`config.mk`:
```
export PLATFORM = sky130hd
export DESIGN_NAME = pulse_density_mon
export DESIGN_NICKNAME = d
export VERILOG_FILES = /design/src/rtl/pdm_pkg.sv /design/src/rtl/pdm_zero_run.sv /design/src/rtl/pdm_window.sv /design/src/rtl/pdm_status.sv /design/src/rtl/pulse_density_mon.sv
export SDC_FILE = /design/constraint.sdc
export NUM_CORES = 1
export LEC_CHECK = 0
export BUFFER_PORTS_ARGS = -buffer_cell sky130_fd_sc_hd__buf_2
export CORE_ASPECT_RATIO = 1.2
export CORE_MARGIN = 8
export CORE_UTILIZATION = 42
export DETAILED_ROUTE_END_ITERATION = 10
export PLACE_DENSITY = 0.64
export RECOVER_POWER = 50
export SLEW_MARGIN = 0
export SYNTH_ARGS = -nofsm -noshare
export SYNTH_HDL_FRONTEND = slang
export SYNTH_SLANG_ARGS = --single-unit
```
`constraint.sdc`:
```
create_clock -name clk -period 2.5 [get_ports clk]
set_clock_uncertainty 0.1 [all_clocks]
set_input_delay 0.25 -clock clk [delete_from_list [all_inputs] [get_ports clk]]
set_output_delay 0.25 -clock clk [all_outputs]
set_load 0.03 [all_outputs]
```
`src/rtl/pdm_pkg.sv`:
```
package pdm_pkg;
  // Cause of a density fault, one flag per rule.
  typedef struct packed {
    logic zero_run;
    logic sparse_window;
  } pdm_cause_t;

  function automatic logic any_cause(input pdm_cause_t c);
    return c.zero_run | c.sparse_window;
  endfunction
endpackage

```
`src/rtl/pdm_zero_run.sv`:
```
module pdm_zero_run #(
  parameter int ZERO_LIMIT = 15
) (
  input  logic clk,
  input  logic rst_n,
  input  logic accept,
  input  logic bit_in,
  output logic viol
);
  localparam int RUN_MAX = ZERO_LIMIT + 1;
  localparam int RW      = $clog2(RUN_MAX + 1);

  logic [RW-1:0] run_q;
  logic [RW-1:0] run_d;

  always_comb begin
    if (bit_in)                      run_d = '0;
    else if (run_q == RW'(RUN_MAX))  run_d = run_q;
    else                             run_d = run_q + 1'b1;
  end

  assign viol = accept && (run_d > RW'(ZERO_LIMIT));

  always_ff @(posedge clk or negedge rst_n) begin
    if (!rst_n)      run_q <= '0;
    else if (accept) run_q <= run_d;
  end

  AST_RUN_CLEARS_ON_ONE: assert property (@(posedge clk) disable iff (!rst_n)
    accept && bit_in |=> run_q == '0);
  AST_RUN_HOLDS_IDLE: assert property (@(posedge clk) disable iff (!rst_n)
    !accept |=> $stable(run_q));
  AST_RUN_NO_OVERFLOW: assert property (@(posedge clk) disable iff (!rst_n)
    run_q <= RW'(RUN_MAX));
endmodule

```
`src/rtl/pdm_window.sv`:
```
module pdm_window #(
  parameter int WIN_LEN  = 192,
  parameter int MIN_ONES = 23
) (
  input  logic clk,
  input  logic rst_n,
  input  logic accept,
  input  logic bit_in,
  output logic viol
);
  localparam int CW = $clog2(WIN_LEN + 1);

  logic [WIN_LEN-1:0] hist_q;
  logic [CW-1:0]      ones_q, ones_d;
  logic [CW-1:0]      fill_q, fill_d;
  logic               full_d;

  // Running count: the new bit enters, the oldest bit leaves.
  always_comb begin
    ones_d = ones_q + CW'(bit_in) - CW'(hist_q[WIN_LEN-1]);
    fill_d = (fill_q == CW'(WIN_LEN)) ? fill_q : fill_q + 1'b1;
    full_d = (fill_d == CW'(WIN_LEN));
  end

  assign viol = accept && full_d && (ones_d < CW'(MIN_ONES));

  always_ff @(posedge clk or negedge rst_n) begin
    if (!rst_n) begin
      hist_q <= '0;
      ones_q <= '0;
      fill_q <= '0;
    end else if (accept) begin
      hist_q <= {hist_q[WIN_LEN-2:0], bit_in};
      ones_q <= ones_d;
      fill_q <= fill_d;
    end
  end

  AST_FILL_NO_OVERFLOW: assert property (@(posedge clk) disable iff (!rst_n)
    fill_q <= CW'(WIN_LEN));
  AST_ONES_WITHIN_FILL: assert property (@(posedge clk) disable iff (!rst_n)
    ones_q <= fill_q);
  AST_NO_EARLY_WINDOW: assert property (@(posedge clk) disable iff (!rst_n)
    (fill_q < CW'(WIN_LEN - 1)) |-> !viol);
endmodule

```
`src/rtl/pdm_status.sv`:
```
module pdm_status (
  input  logic clk,
  input  logic rst_n,
  input  logic set,
  input  logic clr,
  output logic status
);
  always_ff @(posedge clk or negedge rst_n) begin
    if (!rst_n)   status <= 1'b0;
    else if (set) status <= 1'b1;
    else if (clr) status <= 1'b0;
  end

  AST_STICKY: assert property (@(posedge clk) disable iff (!rst_n)
    status && !clr |=> status);
  AST_CLEAR: assert property (@(posedge clk) disable iff (!rst_n)
    clr && !set |=> !status);
  AST_SET_WINS: assert property (@(posedge clk) disable iff (!rst_n)
    set |=> status);
endmodule

```
`src/rtl/pulse_density_mon.sv`:
```
module pulse_density_mon #(
  parameter int ZERO_LIMIT = 15,
  parameter int MIN_ONES   = 23
) (
  input  logic clk,
  input  logic rst_n,
  input  logic in_valid,
  output logic in_ready,
  input  logic in_bit,
  input  logic irq_en,
  input  logic status_clr,
  output logic density_status,
  output logic density_irq
);
  import pdm_pkg::*;

  localparam int WIN_LEN = 8 * (MIN_ONES + 1);

  logic       accept;
  pdm_cause_t cause;

  always_ff @(posedge clk or negedge rst_n) begin
    if (!rst_n) in_ready <= 1'b0;
    else        in_ready <= 1'b1;
  end

  assign accept = in_valid && in_ready;

  pdm_zero_run #(.ZERO_LIMIT(ZERO_LIMIT)) u_zero_run (
    .clk    (clk),
    .rst_n  (rst_n),
    .accept (accept),
    .bit_in (in_bit),
    .viol   (cause.zero_run)
  );

  pdm_window #(.WIN_LEN(WIN_LEN), .MIN_ONES(MIN_ONES)) u_window (
    .clk    (clk),
    .rst_n  (rst_n),
    .accept (accept),
    .bit_in (in_bit),
    .viol   (cause.sparse_window)
  );

  pdm_status u_status (
    .clk    (clk),
    .rst_n  (rst_n),
    .set    (any_cause(cause)),
    .clr    (status_clr),
    .status (density_status)
  );

  assign density_irq = density_status & irq_en;

  AST_READY_AFTER_RESET: assert property (@(posedge clk) disable iff (!rst_n)
    $past(rst_n) |-> in_ready);
  AST_IRQ_NEEDS_ENABLE: assert property (@(posedge clk) disable iff (!rst_n)
    density_irq |-> (irq_en && density_status));
  AST_IDLE_NO_FAULT: assert property (@(posedge clk) disable iff (!rst_n)
    !in_valid |-> cause == '0);
endmodule

```
==> flow_metrics.env, run 1 <==
export IMPL_finalPower_mw=8.42
export IMPL_drc=0
export IMPL_syn2layout_area_growth_pct=13.0
export IMPL_worstReg2RegEnd="u_status.status$_DFFE_PN0P_"
export IMPL_cts_root_buf="clkbuf_16"
export IMPL_grt_pass1_wl_mm=25.8
export IMPL_critPathLaunchType="flip-flop"
export IMPL_finalHoldViolCount=0
export IMPL_power_frac_seq_pct=45.3
export IMPL_crit_type="reg2reg"
export IMPL_clk_latency_ns=0.50
export IMPL_power_frac_clock_pct=39.9
export IMPL_portBuffers=8
export IMPL_reg2reg_depth=10
export IMPL_viasPerCell=4.72
export IMPL_clkTransAtPathRegs_ns=0.06
export IMPL_dieWidth_um=147
export IMPL_core_um2=20200
export IMPL_totalWireLength_mm=14.0
export IMPL_worst_slack_ns=0.0514
export IMPL_cts_tree="done"
export IMPL_min_period_ns=2.45
export IMPL_die_height_um=173
export IMPL_required_ns=2.85
export IMPL_swShare_pct=26.3
export IMPL_synth_cell_types=41
export IMPL_grt_pass1_vias=5788
export IMPL_synthArstFlopShare_pct=100
export IMPL_dieArea_um2=25400
export IMPL_ant_nets=0
export IMPL_rsz0062_at_grt="yes"
export IMPL_worstHoldEndpoint="u_status.status$_DFFE_PN0P_"
export IMPL_worst_pin_slew_ns=1.38
export IMPL_fin_setup_tns_ns=0
export IMPL_htreeDepth=1
export IMPL_ys_warn_count=0
export IMPL_crit_arrival_ns=2.79
export IMPL_post_place_ws_ns=-0.0252
export IMPL_numCtsBuffers=23
export IMPL_ys_seq_elements=215
export IMPL_r2r_start="u_window.hist_q[191]$_DFFE_PN0P_"
export IMPL_power_leakage_nw=5.41
export IMPL_gp_congestion=0.822
export IMPL_synth_area_um2=8620
export IMPL_r2r_slack_ns=0.05
export IMPL_status="completed"
export IMPL_hold_depth=3
export IMPL_avgSynthCellArea_um2=8.85
export IMPL_slew_violations=0
export IMPL_timing_final_crit_share_pct=97.9
export IMPL_num_vias=5903
export IMPL_synth_edf_count=0
export IMPL_nFillCells=1879
export IMPL_pwr_share_comb_pct=14.8
export IMPL_num_nets_final=992
export IMPL_firstDrtPassIters=6
export IMPL_crit_fanout=3
export IMPL_detail_route_iter0_violations=417
export IMPL_antenna_cells=0
export IMPL_hpwl_mm=7.93
export IMPL_end_kind="flip-flop"
export IMPL_syn_nets=993
export IMPL_yosysSeqAreaShare_pct=62.4
export IMPL_rows=57
export IMPL_layout_drive_gt1_share_pct=6.90
export IMPL_hold_class="in2reg"
export IMPL_clock_path_buffers=3
export IMPL_p_per_area_nw_per_um2=864
export IMPL_pin_count=9
export IMPL_grt_overflow=0
export IMPL_syn_inst=974
export IMPL_fmax_mhz=408
export IMPL_clock_sinks=215
export IMPL_power_internal_mw=6.20
export IMPL_maxCapViolations=0
export IMPL_wire_per_inst_um=11.2
export IMPL_setup_viol=0
export IMPL_power_switching_mw=2.21
export IMPL_synth_flop_cell="dfrtp_1"
export IMPL_final_cell_mix="589 x nand2_1, 215 x dfrtp_1, 23 x clkbuf_16"
export IMPL_relSlewSlack_pct=7.74
export IMPL_ir_drop_v=0.000597
export IMPL_antenna_found_initial=0
export IMPL_worstHoldStart="status_clr"
export IMPL_start_util_pct=42.7
export IMPL_layout_commonest_cell="nand2_1"
export IMPL_grt_max_degree=115
export IMPL_track_usage_pct=11.6
==> cells in the mapped netlist (2+ instances only) <==
| library cell | n | area share (%) |
|---|---|---|
| inv_1 | 15 | 0.65 |
| o21bai_1 | 2 | 0.17 |
| o21ai_0 | 11 | 0.64 |
| nand4_1 | 2 | 0.15 |
| buf_1 | 3 | 0.13 |
| ha_1 | 12 | 1.7 |
| nand2_1 | 590 | 26 |
| nand3_1 | 6 | 0.35 |
| nor2_1 | 9 | 0.39 |
| and2_1 | 2 | 0.15 |
| xnor2_1 | 12 | 1.2 |
| a21o_1 | 4 | 0.35 |
| buf_4 | 2 | 0.17 |
| a31oi_1 | 2 | 0.15 |
| xor2_1 | 4 | 0.41 |
| a21oi_1 | 8 | 0.46 |
| nor3_1 | 5 | 0.29 |
| o21ai_1 | 4 | 0.23 |
| clkbuf_1 | 43 | 1.9 |
| a211oi_1 | 2 | 0.17 |
| dfrtp_1 | 215 | 62 |
| o31ai_1 | 2 | 0.17 |
==> worst max-delay path by stage <==
| stage | cells after the start | startpoint | to |
|---|---|---|---|
| 2_1_floorplan | 10 | u_window.hist_q[191]$_DFFE_PN0P_ | u_status.status$_DFFE_PN0P_ |
| 3_3_place_gp | 10 | u_window.hist_q[191]$_DFFE_PN0P_ | u_status.status$_DFFE_PN0P_ |
| 6_report | 10 | u_window.hist_q[191]$_DFFE_PN0P_ | u_status.status$_DFFE_PN0P_ |
| 3_5_place_dp | 10 | u_window.hist_q[191]$_DFFE_PN0P_ | u_status.status$_DFFE_PN0P_ |
| 5_1_grt | 10 | u_window.hist_q[191]$_DFFE_PN0P_ | u_status.status$_DFFE_PN0P_ |
| 4_1_cts | 10 | u_window.hist_q[191]$_DFFE_PN0P_ | u_status.status$_DFFE_PN0P_ |
==> kinds of logic after synthesis <==
family | synth area share, %
XOR/XNOR | 1.62
multiplexers | 0.131
adder cells (fa/ha/maj) | 1.97
flip-flops | 62.4
other | 0.0435
AO/OA/AOI/OAI | 2.99
AND/OR/NAND/NOR | 28.0
buffers and inverters | 2.89
==> critical path, cell delays in order (launching register included) <==
cell       delay (ns)
dfrtp_1          0.38
ha_1             0.29
inv_2            0.04
ha_4             0.16
fa_2             0.38
a211oi_2         0.19
o21bai_1         0.08
a21oi_1          0.16
xnor2_1          0.13
a2111oi_2        0.30
a31o_1           0.19
==> metal layers <==
metal	track usage [%]	wire length, um
met1	14.7	6690
met2	19.1	6510
met3	1.96	437
met4	4.82	355
met5	0	0
==> state kept, by name, summed over array words and instances, names as in the netlist <==
register	count
in_ready	1
u_status.status	1
u_window.fill_q	8
u_window.hist_q	192
u_window.ones_q	8
u_zero_run.run_q	5
==> layout make-up <==
cell class / instances / area (um^2) / share of cell area (%)
sequential: 215 / 5380 / 55.2
multi-input combinational: 695 / 3020 / 31.0
clock buffer: 26 / 597 / 6.13
tap: 265 / 332 / 3.40
timing repair buffer: 23 / 200 / 2.05
clock inverter: 12 / 154 / 1.58
inverter: 15 / 56.3 / 0.578
==> per-stage QoR <==
step	cells	area (um^2)	hold WS (ns)	util (%)
final	1251	9740	0.0765	48.3
after global routing	1251	9740	0.0766	48.3
after CTS	1250	9770	0.0599	48.4
after detailed placement	1210	8990	0.153	44.5
after global placement	1210	8990	0.146	44.5
after floorplan	974	8620	-0.146	-
==> power groups by stage <==
| stage | clock (mW) | combinational, mW | sequential [mW] |
|---|---|---|---|
| floorplan | 0 | 1.02 | 3.79 |
| global placement | 0 | 1.23 | 3.86 |
| detailed placement | 0 | 1.23 | 3.87 |
| CTS | 3.49 | 1.26 | 3.81 |
| global route | 3.61 | 1.42 | 3.83 |
| finish | 3.36 | 1.25 | 3.81 |
==> repair_timing <==
action	CTS	global route
gates resized for setup	3	3
cloned	0	0
setup buffers	0	1
pin swaps	0	8
hold buffers	2	0
hold endpoints to repair	54	0
setup endpoints to repair	1	1
Power figures use the tool's default switching activity.
==> run 2, diff against run 1 <==
Settings changed: CAP_MARGIN set to 15.
Clock period 2.5 ns to 1.95 ns, I/O delays scaled along.
==> flow_metrics.env, run 2 (synthesis results as in run 1) <==
export IMPL_start_util_pct=42.7
export IMPL_crit_fanout=3
export IMPL_htreeDepth=1
export IMPL_ir_drop_v=0.000697
export IMPL_min_period_ns=2.39
export IMPL_required_ns=2.28
export IMPL_rows=57
export IMPL_crit_arrival_ns=2.72
export IMPL_nFillCells=1847
export IMPL_violations="max-capacitance violations, max-slew violations, negative setup slack"
export IMPL_cts_root_buf="clkbuf_16"
export IMPL_fmax_mhz=418
export IMPL_portBuffers=8
export IMPL_regMostFlops="u_window.hist_q"
export IMPL_clock_sinks=215
export IMPL_firstDrtPassIters=4
export IMPL_viasPerCell=4.67
export IMPL_largest_reg_flops=192
export IMPL_crit_start="u_window.hist_q[191]$_DFFE_PN0P_"
export IMPL_grt_pass1_wl_mm=26.4
export IMPL_cts_tree="done"
export IMPL_syn2layout_area_growth_pct=16.2
export IMPL_reg_top3="u_window.hist_q (192), u_window.fill_q (8), u_window.ones_q (8)"
export IMPL_slowest_delay_ns=0.41
export IMPL_die_height_um=173
export IMPL_worst_slack_ns=-0.444
export IMPL_numPlacedInstances=1226
export IMPL_hold_class="in2reg"
export IMPL_wire_per_inst_um=11.5
export IMPL_path_cells="ha_4 > inv_2 > ha_4 > fa_2 > a211oi_2 > o21bai_1 > a21oi_2 > xnor2_1 > a2111oi_2 > a31o_1"
export IMPL_clkTransAtPathRegs_ns=0.06
export IMPL_status="complete, but fails checks"
export IMPL_timing_final_crit_share_pct=123
export IMPL_multi_input_comb_area_um2=3080
export IMPL_grt_pass1_vias=5840
export IMPL_post_place_ws_ns=-0.459
export IMPL_maxCapViolations=1
export IMPL_ant_nets=0
export IMPL_track_usage_pct=11.9
export IMPL_critPathLaunchType="flip-flop"
export IMPL_fin_setup_tns_ns=-1.54
export IMPL_final_cells=1272
export IMPL_slowest_stage="dfrtp_1"
export IMPL_path_common_cell="ha_4"
export IMPL_antenna_found_initial=0
export IMPL_grt_max_degree=91
export IMPL_met3WireLength_um=365
export IMPL_slew_violations=55
export IMPL_num_vias=5944
export IMPL_whs_ns=0.0912
export IMPL_hpwl_mm=8.44
export IMPL_layout_commonest_cell="nand2_1"
export IMPL_drc=0
export IMPL_relSlewSlack_pct=-1.46
export IMPL_layout_drive_gt1_share_pct=9.53
export IMPL_dieArea_um2=25400
export IMPL_met1_length_mm=6.99
export IMPL_clk_latency_ns=0.49
export IMPL_rsz0062_at_grt="yes"
export IMPL_pin_count=9
export IMPL_num_nets_final=1010
export IMPL_setup_viol=6
export IMPL_numCtsBuffers=23
export IMPL_finalPower_mw=11.4
export IMPL_end_kind="flip-flop"
export IMPL_detail_route_iter0_violations=373
export IMPL_grt_overflow=0
export IMPL_finalHoldViolCount=0
export IMPL_dieWidth_um=147
export IMPL_route_met2_wl_mm=6.85
export IMPL_crit_type="reg2reg"
export IMPL_antenna_cells=0
export IMPL_seq_area_um2=5380
export IMPL_p_per_area_nw_per_um2=1130
export IMPL_totalWireLength_mm=14.6
export IMPL_core_um2=20200
export IMPL_final_cell_mix="589 x nand2_1, 215 x dfrtp_1, 23 x clkbuf_16"
export IMPL_worst_pin_slew_ns=1.52
export IMPL_power_leakage_nw=5.56
export IMPL_r2r_start="u_window.hist_q[191]$_DFFE_PN0P_"
export IMPL_clock_path_buffers=3
export IMPL_gp_congestion=0.727
export IMPL_top_layer="met4"
export IMPL_worstHoldStart="in_valid"
==> run 2: cell count changes in the layout (fill, tap and decap cells not counted), sizes merged <==
| cell | previous run | this run |
|---|---|---|
| buf | 15 | 37 |
| inv | 16 | 15 |
| bufinv | 3 | 2 |
| clkinvlp | 3 | 1 |
| clkbuf | 32 | 34 |
| dlygate4sd3 | 2 | 3 |
==> run 2: final timing paths <==
check                           slack (ns)                                to  cells past startpoint
max in group asynchronous             0.24  u_window.hist_q[153]$_DFFE_PN0P_                      3
worst max register to register       -0.44       u_status.status$_DFFE_PN0P_                     10
worst min-delay path                  0.09    u_window.ones_q[7]$_DFFE_PN0P_                      4
min in group asynchronous             0.52  u_window.hist_q[118]$_DFFE_PN0P_                      2
worst max-delay path                 -0.44       u_status.status$_DFFE_PN0P_                     10
worst min register to register        0.36  u_window.hist_q[132]$_DFFE_PN0P_                      2
==> run 2: layout make-up <==
class | instances | share of cell area, %
tap | 265 | 3.31
clock inverter | 8 | 0.924
multi-input combinational | 695 | 30.7
sequential | 215 | 53.7
clock buffer | 33 | 6.82
inverter | 15 | 0.562
timing repair buffer | 41 | 4.00
==> run 2: worst max-delay path: cells and delay by family (launching register included) <==
| kind | cells | cell delay [ns] |
|---|---|---|
| AOI/OAI and AO/OA | 5 | 0.84 |
| adders and majority gates | 3 | 0.82 |
| DFF | 1 | 0.41 |
| xor gates and xnor gates | 1 | 0.11 |
| buffers and inverters | 1 | 0.04 |
==> run 2: stage by stage <==
stage / utilization [%] / area [um^2]
after global routing: 49.6 / 10000
after floorplan: - / 8650
after detailed placement: 45.5 / 9190
after global placement: 45.5 / 9190
after CTS: 49.7 / 10000
final: 49.6 / 10000
==> run 2: repair_timing <==
action / in CTS / in global routing
pin swaps: 9 / 7
gates resized for setup: 6 / 3
endpoints found under the setup margin: 6 / 6
hold buffers: 3 / 0
hold endpoints to repair: 219 / 0
cloned: 0 / 0
setup buffers: 3 / 0
==> run 2: metal layers <==
metal,GRT usage [%],vias to the layer above
met5,0,-
met4,4.22,0
met3,1.85,24
met2,19.9,41
met1,15.3,2861
li1,-,3018
==> run 2: power by group <==
group / internal, mW / switching, mW / leakage (nW)
logic: 1.02 / 1.13 / 2.20
clock network: 2.69 / 1.69 / 0.385
registers: 4.67 / 0.157 / 2.97
